### config.mk
export PLATFORM = sky130hd
export DESIGN_NAME = secctr_core
export DESIGN_NICKNAME = d
export VERILOG_FILES = /design/src/rtl/secctr_pkg.sv /design/src/rtl/secctr_prescale.sv /design/src/rtl/secctr_alarm.sv /design/src/rtl/secctr_core.sv
export SDC_FILE = /design/constraint.sdc
export NUM_CORES = 1
export LEC_CHECK = 0
export CAP_MARGIN = 20
export CORE_MARGIN = 2
export CORE_UTILIZATION = 35
export DETAILED_ROUTE_END_ITERATION = 8
export DONT_BUFFER_PORTS = 1
export PLACE_DENSITY = 0.53
export SLEW_MARGIN = 20
export SYNTH_ARGS = -nofsm -noshare
export SYNTH_HDL_FRONTEND = slang
export SYNTH_SLANG_ARGS = --single-unit
export TNS_END_PERCENT = 50
### constraint.sdc
create_clock -name clk -period 3.1 [get_ports clk]
set_input_delay 0.62 -clock clk [delete_from_list [all_inputs] [get_ports clk]]
set_output_delay 0.62 -clock clk [all_outputs]
set_load 0.03 [all_outputs]
### src/rtl/secctr_pkg.sv
package secctr_pkg;

    typedef enum logic [1:0] {
        ALM_IDLE  = 2'd0,
        ALM_COUNT = 2'd1,
        ALM_FIRE  = 2'd2
    } alm_state_e;

    typedef enum logic [1:0] {
        SEL_SECS  = 2'd0,
        SEL_ALARM = 2'd1,
        SEL_CTRL  = 2'd2,
        SEL_STAT  = 2'd3
    } reg_sel_e;

    typedef enum logic [1:0] {
        RATE_1HZ  = 2'd0,
        RATE_4K   = 2'd1,
        RATE_8K   = 2'd2,
        RATE_32K  = 2'd3
    } rate_e;

    typedef struct packed {
        logic  osc_off;
        logic  alm_en;
        logic  irq_mode;
        rate_e rate;
    } ctrl_t;

    localparam int CTRL_W = $bits(ctrl_t);

endpackage

### src/rtl/secctr_prescale.sv
module secctr_prescale
    import secctr_pkg::*;
#(
    parameter int DIV_W = 16
) (
    input  logic       clk,
    input  logic       rst_n,
    input  logic       run,
    input  logic       ref_tick,
    input  logic       clear,
    input  rate_e      rate,
    output logic       sec_tick,
    output logic       wave
);

    logic [DIV_W-1:0] div_q;

    always_ff @(posedge clk or negedge rst_n) begin
        if (!rst_n) begin
            div_q <= '0;
        end else if (clear) begin
            div_q <= '0;
        end else if (run && ref_tick) begin
            div_q <= div_q + 1'b1;
        end
    end

    assign sec_tick = run && ref_tick && !clear && (&div_q);

    always_comb begin
        unique case (rate)
            RATE_1HZ: wave = div_q[DIV_W-1];
            RATE_4K:  wave = div_q[3];
            RATE_8K:  wave = div_q[2];
            RATE_32K: wave = div_q[0];
            default:  wave = 1'b1;
        endcase
    end

endmodule

### src/rtl/secctr_alarm.sv
module secctr_alarm
    import secctr_pkg::*;
#(
    parameter int ALM_W = 24
) (
    input  logic             clk,
    input  logic             rst_n,
    input  logic             sec_tick,
    input  logic             enable,
    input  logic             load,
    input  logic [ALM_W-1:0] load_val,
    input  logic             flag_clr,
    output logic [ALM_W-1:0] count,
    output logic [ALM_W-1:0] reload,
    output logic             flag
);

    alm_state_e state_q, state_d;

    always_ff @(posedge clk or negedge rst_n) begin
        if (!rst_n) state_q <= ALM_IDLE;
        else        state_q <= state_d;
    end

    always_comb begin
        state_d = state_q;
        unique case (state_q)
            ALM_IDLE: begin
                if (!load && enable && (reload != '0)) state_d = ALM_COUNT;
            end
            ALM_COUNT: begin
                if (load || !enable)                            state_d = ALM_IDLE;
                else if (sec_tick && (count == ALM_W'(1)))      state_d = ALM_FIRE;
            end
            ALM_FIRE: begin
                if (load || !enable) state_d = ALM_IDLE;
                else                 state_d = ALM_COUNT;
            end
            default: state_d = ALM_IDLE;
        endcase
    end

    always_ff @(posedge clk or negedge rst_n) begin
        if (!rst_n) begin
            count  <= '0;
            reload <= '0;
            flag   <= 1'b0;
        end else begin
            if (load) begin
                reload <= load_val;
                count  <= load_val;
            end else if (state_q == ALM_COUNT && enable && sec_tick) begin
                count <= count - 1'b1;
            end else if (state_q == ALM_FIRE) begin
                count <= reload;
            end

            if (state_q == ALM_FIRE && enable) flag <= 1'b1;
            else if (flag_clr)                 flag <= 1'b0;
        end
    end

endmodule

### src/rtl/secctr_core.sv
module secctr_core
    import secctr_pkg::*;
#(
    parameter int CNT_W = 32,
    parameter int ALM_W = 24,
    parameter int DIV_W = 16
) (
    input  logic             clk,
    input  logic             rst_n,
    input  logic             ref_tick,
    input  logic             wr_en,
    input  logic [1:0]       wr_sel,
    input  logic [CNT_W-1:0] wr_data,
    input  logic [1:0]       rd_sel,
    output logic [CNT_W-1:0] rd_data,
    output logic             pin_n
);

    reg_sel_e         wsel, rsel;
    ctrl_t            ctrl_q;
    logic [CNT_W-1:0] sec_q;
    logic             osf_q;
    logic             sec_tick, wave;
    logic             wr_secs, wr_alarm, wr_ctrl, wr_stat;
    logic [ALM_W-1:0] alm_count, alm_reload;
    logic             alm_flag;
    logic             osc_off, alm_en, irq_mode;

    assign wsel     = reg_sel_e'(wr_sel);
    assign rsel     = reg_sel_e'(rd_sel);
    assign wr_secs  = wr_en && (wsel == SEL_SECS);
    assign wr_alarm = wr_en && (wsel == SEL_ALARM);
    assign wr_ctrl  = wr_en && (wsel == SEL_CTRL);
    assign wr_stat  = wr_en && (wsel == SEL_STAT);

    assign osc_off  = ctrl_q.osc_off;
    assign alm_en   = ctrl_q.alm_en;
    assign irq_mode = ctrl_q.irq_mode;

    secctr_prescale #(.DIV_W(DIV_W)) u_prescale (
        .clk      (clk),
        .rst_n    (rst_n),
        .run      (!osc_off),
        .ref_tick (ref_tick),
        .clear    (wr_secs),
        .rate     (ctrl_q.rate),
        .sec_tick (sec_tick),
        .wave     (wave)
    );

    secctr_alarm #(.ALM_W(ALM_W)) u_alarm (
        .clk      (clk),
        .rst_n    (rst_n),
        .sec_tick (sec_tick),
        .enable   (alm_en),
        .load     (wr_alarm),
        .load_val (wr_data[ALM_W-1:0]),
        .flag_clr (wr_stat && !wr_data[0]),
        .count    (alm_count),
        .reload   (alm_reload),
        .flag     (alm_flag)
    );

    always_ff @(posedge clk or negedge rst_n) begin
        if (!rst_n) begin
            ctrl_q <= '{osc_off: 1'b0, alm_en: 1'b0, irq_mode: 1'b1, rate: RATE_1HZ};
        end else if (wr_ctrl) begin
            ctrl_q <= ctrl_t'(wr_data[CTRL_W-1:0]);
        end
    end

    always_ff @(posedge clk or negedge rst_n) begin
        if (!rst_n)        sec_q <= '0;
        else if (wr_secs)  sec_q <= wr_data;
        else if (sec_tick) sec_q <= sec_q + 1'b1;
    end

    always_ff @(posedge clk or negedge rst_n) begin
        if (!rst_n)                     osf_q <= 1'b1;
        else if (osc_off)               osf_q <= 1'b1;
        else if (wr_stat && !wr_data[1]) osf_q <= 1'b0;
    end

    always_comb begin
        unique case (rsel)
            SEL_SECS:  rd_data = sec_q;
            SEL_ALARM: rd_data = CNT_W'(alm_count);
            SEL_CTRL:  rd_data = CNT_W'(ctrl_q);
            SEL_STAT:  rd_data = CNT_W'({osf_q, alm_flag});
            default:   rd_data = '0;
        endcase
    end

    assign pin_n = irq_mode ? !(alm_flag && alm_en) : wave;

endmodule

==> metrics.txt <==
status=finished clean; combinational fraction of design power=19.4%; Final Hold Vio Count=0; Die ar.=18400 µm²; Antenna Diode Count=0; post-synthesis register bit count=105; Iteration-0 DRC Markers=462; # DRC=0; Post-Place Cells=930; Final HPWL DP=13.2 mm; Sw Pwr=1.22 mW; Crit Path Max Fanout=9; Power Density=550 nW/µm²; placed cell area=6380 µm²; DP Worst Slack=0.476 ns; crit path kind=reg2reg; Worst slew margin=48.5%; final core occ=39.0%; Seq/Total Area, Yosys=43.4%; Clock power frac=30.1%; initial antenna violation count=0; synth top area cells=dfrtp_1 43%, nand2_1 9.0%, nor2_1 4.9%; starting density of the core=35.4%; Clock Tree Buf Depth=2; Cell Area, Synth=6060 µm²; via count=5235; Non-Filler Instances=947; Flop pwr share=50.5%; total internal power=2.46 mW; Total Nets Final=761; Fmax=393 MHz; total CTS buffers=9; final count of negative-setup-slack endpoints=0; Final Cycle Share=82.1%; Slew Viols, Final=0; top cells by count, synth=145 x nand2_1, 103 x dfrtp_1, 79 x nor2_1; Least-Margin Pin Slew=0.769 ns; Clock transition at path regs=0.08 ns; fillcell total=1753; gr ovfl total=0; GP Congestion=0.881; min Tclk post-route=2.55 ns; crit start category=flop; 1st-pass router iterations=5; layout cells sized above 1=7.89%; final worst slack=0.554 ns; Syn Area/Cell=8.47 µm²; Post-synth EDFFs=0; Clock Latency Late Sink=0.36 ns; Pleak=2.75 nW; CTS sink count=105; post-route ant nets=0; Layout area overhead=10.3%; IO buf count=0; Die Height=136 µm; yosys warns=0; Max-Cap Viols=0; H-tree depth=3; PostCTS Resize Cnt=0; skew final=0.00995 ns; num rows=48; RSZ-0062 raised after global routing=no; Post-synth top flop=dfrtp_1; most common cell in the synthesized netlist=nand2_1; DIE WIDTH=136 µm; number of distinct library cells after synthesis=53; Post-Syn Instances=715; Post-Layout Inst Area=6680 µm²; worst IR drop on VDD=0.335 mV; final wirelength=18.4 mm; hold crit path type=in2async; crit end category=flop; WL per Instance=19.4 µm; first-pass GRT wire length=29.1 mm; cell taking the most area after synthesis=dfrtp_1; WP data required=3.36 ns; core region area=17100 µm²; pin count of the biggest net entering global routing=104; Total Neg Setup Slack=0 ns; number of top-level pins=73; crit path DAT=2.80 ns; Switching Share=33.2%; Synth top area share=42.5%; Via density=5.53; CTS tree=yes; gr usage total=20.7%; clk root buf=clkbuf_16; async set or reset register ratio after synthesis=100%; syn_nets=759; vias in the first global route=5084
==> timing repair <==
item	4_1_cts	5_1_grt
buffers inserted	0	0
endpoints found under the hold margin	103	0
hold buffers	1	0
==> worst paths after layout <==
path | startpoint | endpoint | slack [ns] | cells after the start
max in group asynchronous | rst_n | sec_q[3]$_DFFE_PN0P_ | 2.47 | 1
min in group clk | wr_data[12] | u_alarm.reload[12]$_DFFE_PN0P_ | 0.36 | 2
max reg2reg | u_prescale.div_q[0]$_DFFE_PN0P_ | u_alarm.state_q[0]$_DFFE_PN0P_ | 0.55 | 6
min reg2reg | u_alarm.reload[17]$_DFFE_PN0P_ | u_alarm.reload[17]$_DFFE_PN0P_ | 0.51 | 2
max | u_prescale.div_q[0]$_DFFE_PN0P_ | u_alarm.state_q[0]$_DFFE_PN0P_ | 0.55 | 6
min | rst_n | osf_q$_DFFE_PN1P_ | 0.11 | 0
==> power groups by stage <==
stage	Sequential [mW]	Combinational, mW	Clock, mW
floorplan	1.79	0.563	0
global placement	1.87	0.666	0
detailed placement	1.88	0.677	0
CTS	1.85	0.714	1.15
global route	1.89	0.795	1.19
finish	1.86	0.712	1.11
==> layout by cell type (no fill, tap or decap), types with 6 or more instances in the layout <==
| cell | netlist | layout |
|---|---|---|
| nand4_1 | 17 | 17 |
| or3_1 | 9 | 9 |
| o211ai_1 | 9 | 9 |
| xnor2_1 | 23 | 23 |
| a21oi_1 | 28 | 28 |
| dfrtp_1 | 103 | 103 |
| nor3_1 | 24 | 24 |
| nand2_1 | 145 | 145 |
| nor2_1 | 79 | 79 |
| nor4_1 | 13 | 13 |
| inv_1 | 9 | 9 |
| xor2_1 | 18 | 18 |
| o31ai_1 | 6 | 6 |
| o21ai_0 | 53 | 53 |
| nand3_1 | 28 | 28 |
| buf_4 | 0 | 21 |
| and2_1 | 10 | 10 |
| mux2i_1 | 24 | 24 |
| clkbuf_16 | 0 | 9 |
| and3_1 | 8 | 8 |
==> area by class of cell <==
type                    instances  area (µm²)  area share [%]
well taps                     225         282            4.21
clock inverters                 3        15.0           0.225
multi-input cells             570        3280            49.0
repair buffers                 22         185            2.77
flip-flops and latches        105        2630            39.4
inverters                       9        33.8           0.506
clock buffers                  13         260            3.90
==> routing by layer <==
metal | wire length, µm | vias to the layer above | GRT usage [%] | part of all wire, %
met3 | 1420 | 13 | 4.98 | 7.7
met2 | 8190 | 166 | 31.2 | 45
met1 | 8570 | 2537 | 29.5 | 47
li1 | - | 2519 | - | -
met5 | 0 | - | 0 | 0
met4 | 207 | 0 | 5.73 | 1.1
==> registers in the layout (all words and copies together), names as in the netlist <==
signal / cells
u_prescale.div_q: 16
u_alarm.flag: 1
u_alarm.count: 24
u_alarm.reload: 24
osc_off: 1
irq_mode: 1
osf_q: 1
alm_en: 1
ctrl_q: 2
u_alarm.state_q: 2
sec_q: 32
==> stage by stage <==
step / hold slack [ns] / total power [mW]
2_1_floorplan: 0.324 / 2.35
3_3_place_gp: 0.330 / 2.54
3_5_place_dp: 0.330 / 2.56
4_1_cts: 0.0920 / 3.71
5_1_grt: 0.0888 / 3.88
6_report: 0.107 / 3.67
==> logic make-up (layout without fill, tap and decap cells) <==
group                      after synthesis  count (layout)  share of synthesized area, %
AOI/OAI and AO/OA                      123             123                          12.0
xor gates and xnor gates                41              41                          5.93
adders and majority gates                4               4                         0.826
buffers and inverters                   40              47                          2.60
DFF                                    105             105                          43.4
muxes                                   32              32                          6.01
and+or+nand+nor                        370             370                          29.2
==> worst max-delay path: stages, from the launching register on <==
cell,delay (ns)
dfrtp_1,0.42
ha_1,0.22
and2_1,0.17
and4_1,0.38
nand2_1,0.32
or4_1,0.65
a32o_1,0.28
Power figures use the tool's default switching activity.
